--- config.mk ---
export PLATFORM = sky130hd
export DESIGN_NAME = mon_mix_path
export DESIGN_NICKNAME = d
export VERILOG_FILES = /design/src/rtl/mon_mix_pkg.sv /design/src/rtl/mon_mix_atten.sv /design/src/rtl/mon_mix_satadd.sv /design/src/rtl/mon_mix_path.sv
export SDC_FILE = /design/constraint.sdc
export NUM_CORES = 1
export LEC_CHECK = 0
export CORE_ASPECT_RATIO = 1.25
export CORE_MARGIN = 5
export CORE_UTILIZATION = 25
export DETAILED_ROUTE_END_ITERATION = 8
export GPL_TIMING_DRIVEN = 0
export PLACE_DENSITY = 0.57
export SYNTH_ARGS = -nofsm -noshare
export SYNTH_HDL_FRONTEND = slang
export SYNTH_SLANG_ARGS = --single-unit
--- constraint.sdc ---
create_clock -name clk -period 8.79 [get_ports clk]
set_input_delay 1.758 -clock clk [delete_from_list [all_inputs] [get_ports clk]]
set_output_delay 1.758 -clock clk [all_outputs]
set_load 0.01 [all_outputs]
--- src/rtl/mon_mix_pkg.sv ---
// Shared constants for the monitor mix path.
// Assumes a stereo stream; channel indices are fixed by the top-level mapping.
package mon_mix_pkg;
    localparam int unsigned NUM_CH       = 2;
    localparam int unsigned CH_LEFT      = 0;
    localparam int unsigned CH_RIGHT     = 1;
    localparam int unsigned DEF_SAMPLE_W = 16;
    localparam int unsigned DEF_CODE_W   = 4;
endpackage

--- src/rtl/mon_mix_atten.sv ---
// Monitor attenuator: scales one signed sample by 6 dB per code step.
// Each step is an arithmetic right shift by one bit; the all-ones code mutes.
// Assumes the largest non-mute shift is below SAMPLE_W.
module mon_mix_atten #(
    parameter int unsigned SAMPLE_W = 16,
    parameter int unsigned CODE_W   = 4
) (
    input  logic signed [SAMPLE_W-1:0] sample_i,
    input  logic        [CODE_W-1:0]   code_i,
    output logic signed [SAMPLE_W-1:0] scaled_o
);
    localparam logic [CODE_W-1:0] MUTE_CODE = {CODE_W{1'b1}};

    // Shift right by the code, or force zero on the mute code.
    always_comb begin
        if (code_i == MUTE_CODE) begin
            scaled_o = '0;
        end else begin
            scaled_o = sample_i >>> code_i;
        end
    end
endmodule

--- src/rtl/mon_mix_satadd.sv ---
// Saturating signed adder: adds two samples one bit wider than they are,
// then clamps to the signed full-scale range when the top two bits disagree.
// Assumes both operands are two's-complement of the same width.
module mon_mix_satadd #(
    parameter int unsigned SAMPLE_W = 16
) (
    input  logic signed [SAMPLE_W-1:0] a_i,
    input  logic signed [SAMPLE_W-1:0] b_i,
    output logic signed [SAMPLE_W-1:0] sum_o
);
    localparam int unsigned EXT_W = SAMPLE_W + 1;
    localparam logic signed [SAMPLE_W-1:0] POS_FS = {1'b0, {(SAMPLE_W-1){1'b1}}};
    localparam logic signed [SAMPLE_W-1:0] NEG_FS = {1'b1, {(SAMPLE_W-1){1'b0}}};

    logic signed [EXT_W-1:0] wide_sum;
    logic                    overflow;

    // Form the widened sum so no carry is lost.
    always_comb begin
        wide_sum = {a_i[SAMPLE_W-1], a_i} + {b_i[SAMPLE_W-1], b_i};
        overflow = wide_sum[EXT_W-1] ^ wide_sum[EXT_W-2];
    end

    // Clamp toward the sign of the true sum on overflow.
    always_comb begin
        if (overflow) begin
            sum_o = wide_sum[EXT_W-1] ? NEG_FS : POS_FS;
        end else begin
            sum_o = wide_sum[SAMPLE_W-1:0];
        end
    end
endmodule

--- src/rtl/mon_mix_path.sv ---
// Monitor mix path top: per channel, attenuates the capture sample by the
// shared code, adds it to the playback sample with saturation and registers
// the result. The capture inputs are only read. Reset is synchronous, active low.
// Assumes both sources already run at the same sample rate.
module mon_mix_path
    import mon_mix_pkg::*;
#(
    parameter int unsigned SAMPLE_W = DEF_SAMPLE_W,
    parameter int unsigned CODE_W   = DEF_CODE_W
) (
    input  logic                       clk,
    input  logic                       rst_n,
    input  logic                       in_valid,
    input  logic signed [SAMPLE_W-1:0] adc_left,
    input  logic signed [SAMPLE_W-1:0] adc_right,
    input  logic signed [SAMPLE_W-1:0] dac_left,
    input  logic signed [SAMPLE_W-1:0] dac_right,
    input  logic        [CODE_W-1:0]   mon_code,
    output logic                       out_valid,
    output logic signed [SAMPLE_W-1:0] mix_left,
    output logic signed [SAMPLE_W-1:0] mix_right
);
    logic signed [SAMPLE_W-1:0] adc_ch [NUM_CH];
    logic signed [SAMPLE_W-1:0] dac_ch [NUM_CH];
    logic signed [SAMPLE_W-1:0] mix_q  [NUM_CH];

    // Map the stereo ports onto channel arrays.
    always_comb begin
        adc_ch[CH_LEFT]  = adc_left;
        adc_ch[CH_RIGHT] = adc_right;
        dac_ch[CH_LEFT]  = dac_left;
        dac_ch[CH_RIGHT] = dac_right;
    end

    assign mix_left  = mix_q[CH_LEFT];
    assign mix_right = mix_q[CH_RIGHT];

    // Valid strobe follows the input strobe by one cycle.
    always_ff @(posedge clk) begin
        if (!rst_n) begin
            out_valid <= 1'b0;
        end else begin
            out_valid <= in_valid;
        end
    end

    for (genvar ch = 0; ch < NUM_CH; ch++) begin : g_ch
        logic signed [SAMPLE_W-1:0] scaled;
        logic signed [SAMPLE_W-1:0] summed;

        mon_mix_atten #(
            .SAMPLE_W (SAMPLE_W),
            .CODE_W   (CODE_W)
        ) u_atten (
            .sample_i (adc_ch[ch]),
            .code_i   (mon_code),
            .scaled_o (scaled)
        );

        mon_mix_satadd #(
            .SAMPLE_W (SAMPLE_W)
        ) u_add (
            .a_i   (dac_ch[ch]),
            .b_i   (scaled),
            .sum_o (summed)
        );

        // Capture the saturated sum on each valid sample, hold otherwise.
        always_ff @(posedge clk) begin
            if (!rst_n) begin
                mix_q[ch] <= '0;
            end else if (in_valid) begin
                mix_q[ch] <= summed;
            end
        end
    end
endmodule

==> flow_metrics.env <==
export IMPL_status="complete, no violations"
export IMPL_cts_hold_buffers_added=0
export IMPL_end_kind="flop"
export IMPL_grt_ovfl_total=0
export IMPL_drt_wl_total_um=14000
export IMPL_synth_xor_area_share=0.0458
export IMPL_cp_startpoint="mon_code[1]"
export IMPL_cp_cell_sequence="clkbuf_1 > buf_1 > mux2i_1 > a21oi_1 > inv_1 > o21ai_0 > nand2_1 > o21ai_0 > ha_1 > inv_1 > fa_1 > nor2b_1 > o2111ai_1 > nand3_1 > a21oi_1 > o21ai_0 > buf_2 > o21ai_0 > a221oi_1"
export IMPL_p_leak_nw=2.30
export IMPL_ys_types=59
export IMPL_die_area_um2=21200
export IMPL_crit_fanout=10
export IMPL_maxSlewViolCount=0
export IMPL_ys_warn_count=0
export IMPL_drt_pass1_iter_count=5
export IMPL_fin_nets=825
export IMPL_worstSetupStartpointType="primary input"
export IMPL_syn_area_um2=4590
export IMPL_placementRows=55
export IMPL_syn2layout_area_growth_pct=30.6
export IMPL_slew_headroom=0.503
export IMPL_start_util=0.254
export IMPL_pwr_density_cell_nw_per_um2=140
export IMPL_setup_tns_final_ns=0
export IMPL_ioPinCount=104
export IMPL_vias_per_cell=5.02
export IMPL_rsz0062_at_grt="false"
export IMPL_io_buffers=97
export IMPL_synth_flop_cell="edfxtp_1"
export IMPL_yosys_area_share_simple=0.188
export IMPL_hold_path_class="in2reg"
export IMPL_cts_max_level=2
export IMPL_vias=4763
export IMPL_fin_crit_ns=6.10
export IMPL_clk_path_buf_depth=2
export IMPL_synth_top_cell_area_share=0.209
export IMPL_synth_top_area_cell="edfxtp_1"
export IMPL_drcViolationCount=0
export IMPL_crit_path_top_delay_cell="buf_1"
export IMPL_antenna_violating_nets_post_route=0
export IMPL_synth_edf_count=32
export IMPL_cts_resized=0
export IMPL_hold_violations=0
export IMPL_wl_per_cell_um=14.7
export IMPL_vdd_ir_drop_max_v=0.0000609
export IMPL_slowest_delay_ns=0.59
export IMPL_synth_compound_area_frac=0.318
export IMPL_worstHoldStart="in_valid"
export IMPL_grtUsageTotal=0.128
export IMPL_die_w_um=131
export IMPL_synth_top_family_by_area="compound AO/OA/AOI/OAI gates"
export IMPL_critPathKind="in2reg"
export IMPL_grt_pass1_vias=4629
export IMPL_cts_tree="done"
export IMPL_netlist_instances=616
export IMPL_crit_top_cell="o21ai_0"
export IMPL_final_layout_size_suffix_gt1_frac=0.0527
export IMPL_synth_seq_area_share=0.214
export IMPL_dp_hpwl_um=11900
export IMPL_grt_max_degree=33
export IMPL_finalCritPeriodShare=0.694
export IMPL_antenna_cells=0
export IMPL_synth_fa_ha_area_frac=0.0959
export IMPL_synth_area_leaders="edfxtp_1, ha_1, o21ai_0"
export IMPL_gp_congestion=0.838
export IMPL_critPathArrivalTime_ns=6.19
export IMPL_grt_antenna_before_repair=0
export IMPL_setup_viol=0
export IMPL_drt_first_iter_violations=232
export IMPL_post_cts_buffers=0
export IMPL_syn_mean_instance_area_um2=7.46
export IMPL_core_area_um2=18100
export IMPL_grt_pass1_wl_um=22900
export IMPL_crit_end="mix_q[1][8]"
export IMPL_whs_ns=2.31
export IMPL_cp_required_ns=8.88
export IMPL_cts_reportedPaths_clkPinSlew_ns=0.05
export IMPL_worst_pin_slew_ns=0.745
export IMPL_final_common_cell="clkdlybuf4s50_1"
export IMPL_clock_sinks=33
export IMPL_numCtsBuffers=5
export IMPL_drv_cap=0
export IMPL_synth_seq_cells=33
export IMPL_layout_common_cells="clkdlybuf4s50_1, nand2_1, o21ai_0"
export IMPL_clockRootBuffer="clkbuf_16"
export IMPL_muxShareOfSynthArea=0.0871
export IMPL_ys_async_sr_fraction=0
export IMPL_die_height_um=162
export IMPL_fmax_mhz=164
export IMPL_syn_num_nets=721
-- area by class of cell --
class,instances,area [um^2]
clock buffers,8,146
flip-flops and latches,33,981
multi-input cells,526,3380
plain buffers,37,160
fillers,1961,12100
well taps,228,285
repair buffers,97,971
inverters,20,75.1
-- kinds of logic (layout without fill, tap and decap cells) --
logic type	Yosys count	in the layout
compound gates	237	237
fa+ha+maj	34	34
xor+xnor	24	24
mux	36	36
simple gates	195	195
flops	33	33
buf+inv	57	162
-- worst min-delay path by stage --
stage                     end  cells after the start
global route        out_valid                      3
CTS                 out_valid                      3
finish              out_valid                      3
global placement    out_valid                      1
detailed placement  out_valid                      1
floorplan           out_valid                      2
-- synth_stat cells, types with 4 or more instances --
library cell	instances
nor2_1	48
nand3_1	18
o31a_1	4
o21a_1	15
a31oi_1	18
mux2i_1	22
ha_1	32
a21oi_1	69
nor3_1	10
edfxtp_1	32
o22ai_1	6
a21o_1	7
nand4_1	4
nand2_1	84
o211ai_1	8
or3_1	4
clkbuf_1	27
xor2_1	11
xnor2_1	13
o21ai_0	74
nor2b_1	5
nand2b_1	7
o2111ai_1	4
mux2_2	12
buf_1	5
inv_1	18
and2_1	7
a211oi_1	10
-- critical path, delay by kind of cell --
kind | cells | cell delay, ns
adders and majority gates | 2 | 0.65
muxes | 1 | 0.21
AOI/OAI and AO/OA | 8 | 1.74
and+or+nand+nor | 3 | 0.39
buffers and inverters | 5 | 1.43
-- layer usage --
metal / vias to the layer above / global-route usage / part of all wire
met2: 111 / 0.225 / 0.48
met1: 2151 / 0.167 / 0.46
met3: 13 / 0.0118 / 0.039
met5: - / 0 / 0
met4: 0 / 0.0365 / 0.015
li1: 2488 / - / -
-- metrics by stage --
stage	cell area, um^2	std cells	total power (W)	setup slack (ns)	utilization
finish	6000	949	0.000837	2.69	0.331
global route	6000	949	0.000905	2.22	0.331
CTS	6000	949	0.000842	2.72	0.331
detailed placement	5850	941	0.000671	2.46	0.323
global placement	5850	941	0.000667	2.44	0.323
floorplan	4590	616	0.000519	3.21	-
-- sequential cells by signal, indices dropped and copies added (netlist names) --
name	cells
out_valid	1
mix_q	32
-- power breakdown --
part | switching [W] | internal, W | total (W)
Sequential | 0.00000515 | 0.000200 | 0.000205
Combinational | 0.000261 | 0.000203 | 0.000464
Clock | 0.0000560 | 0.000112 | 0.000168
No activity file was read; power rests on OpenSTA's default activity.
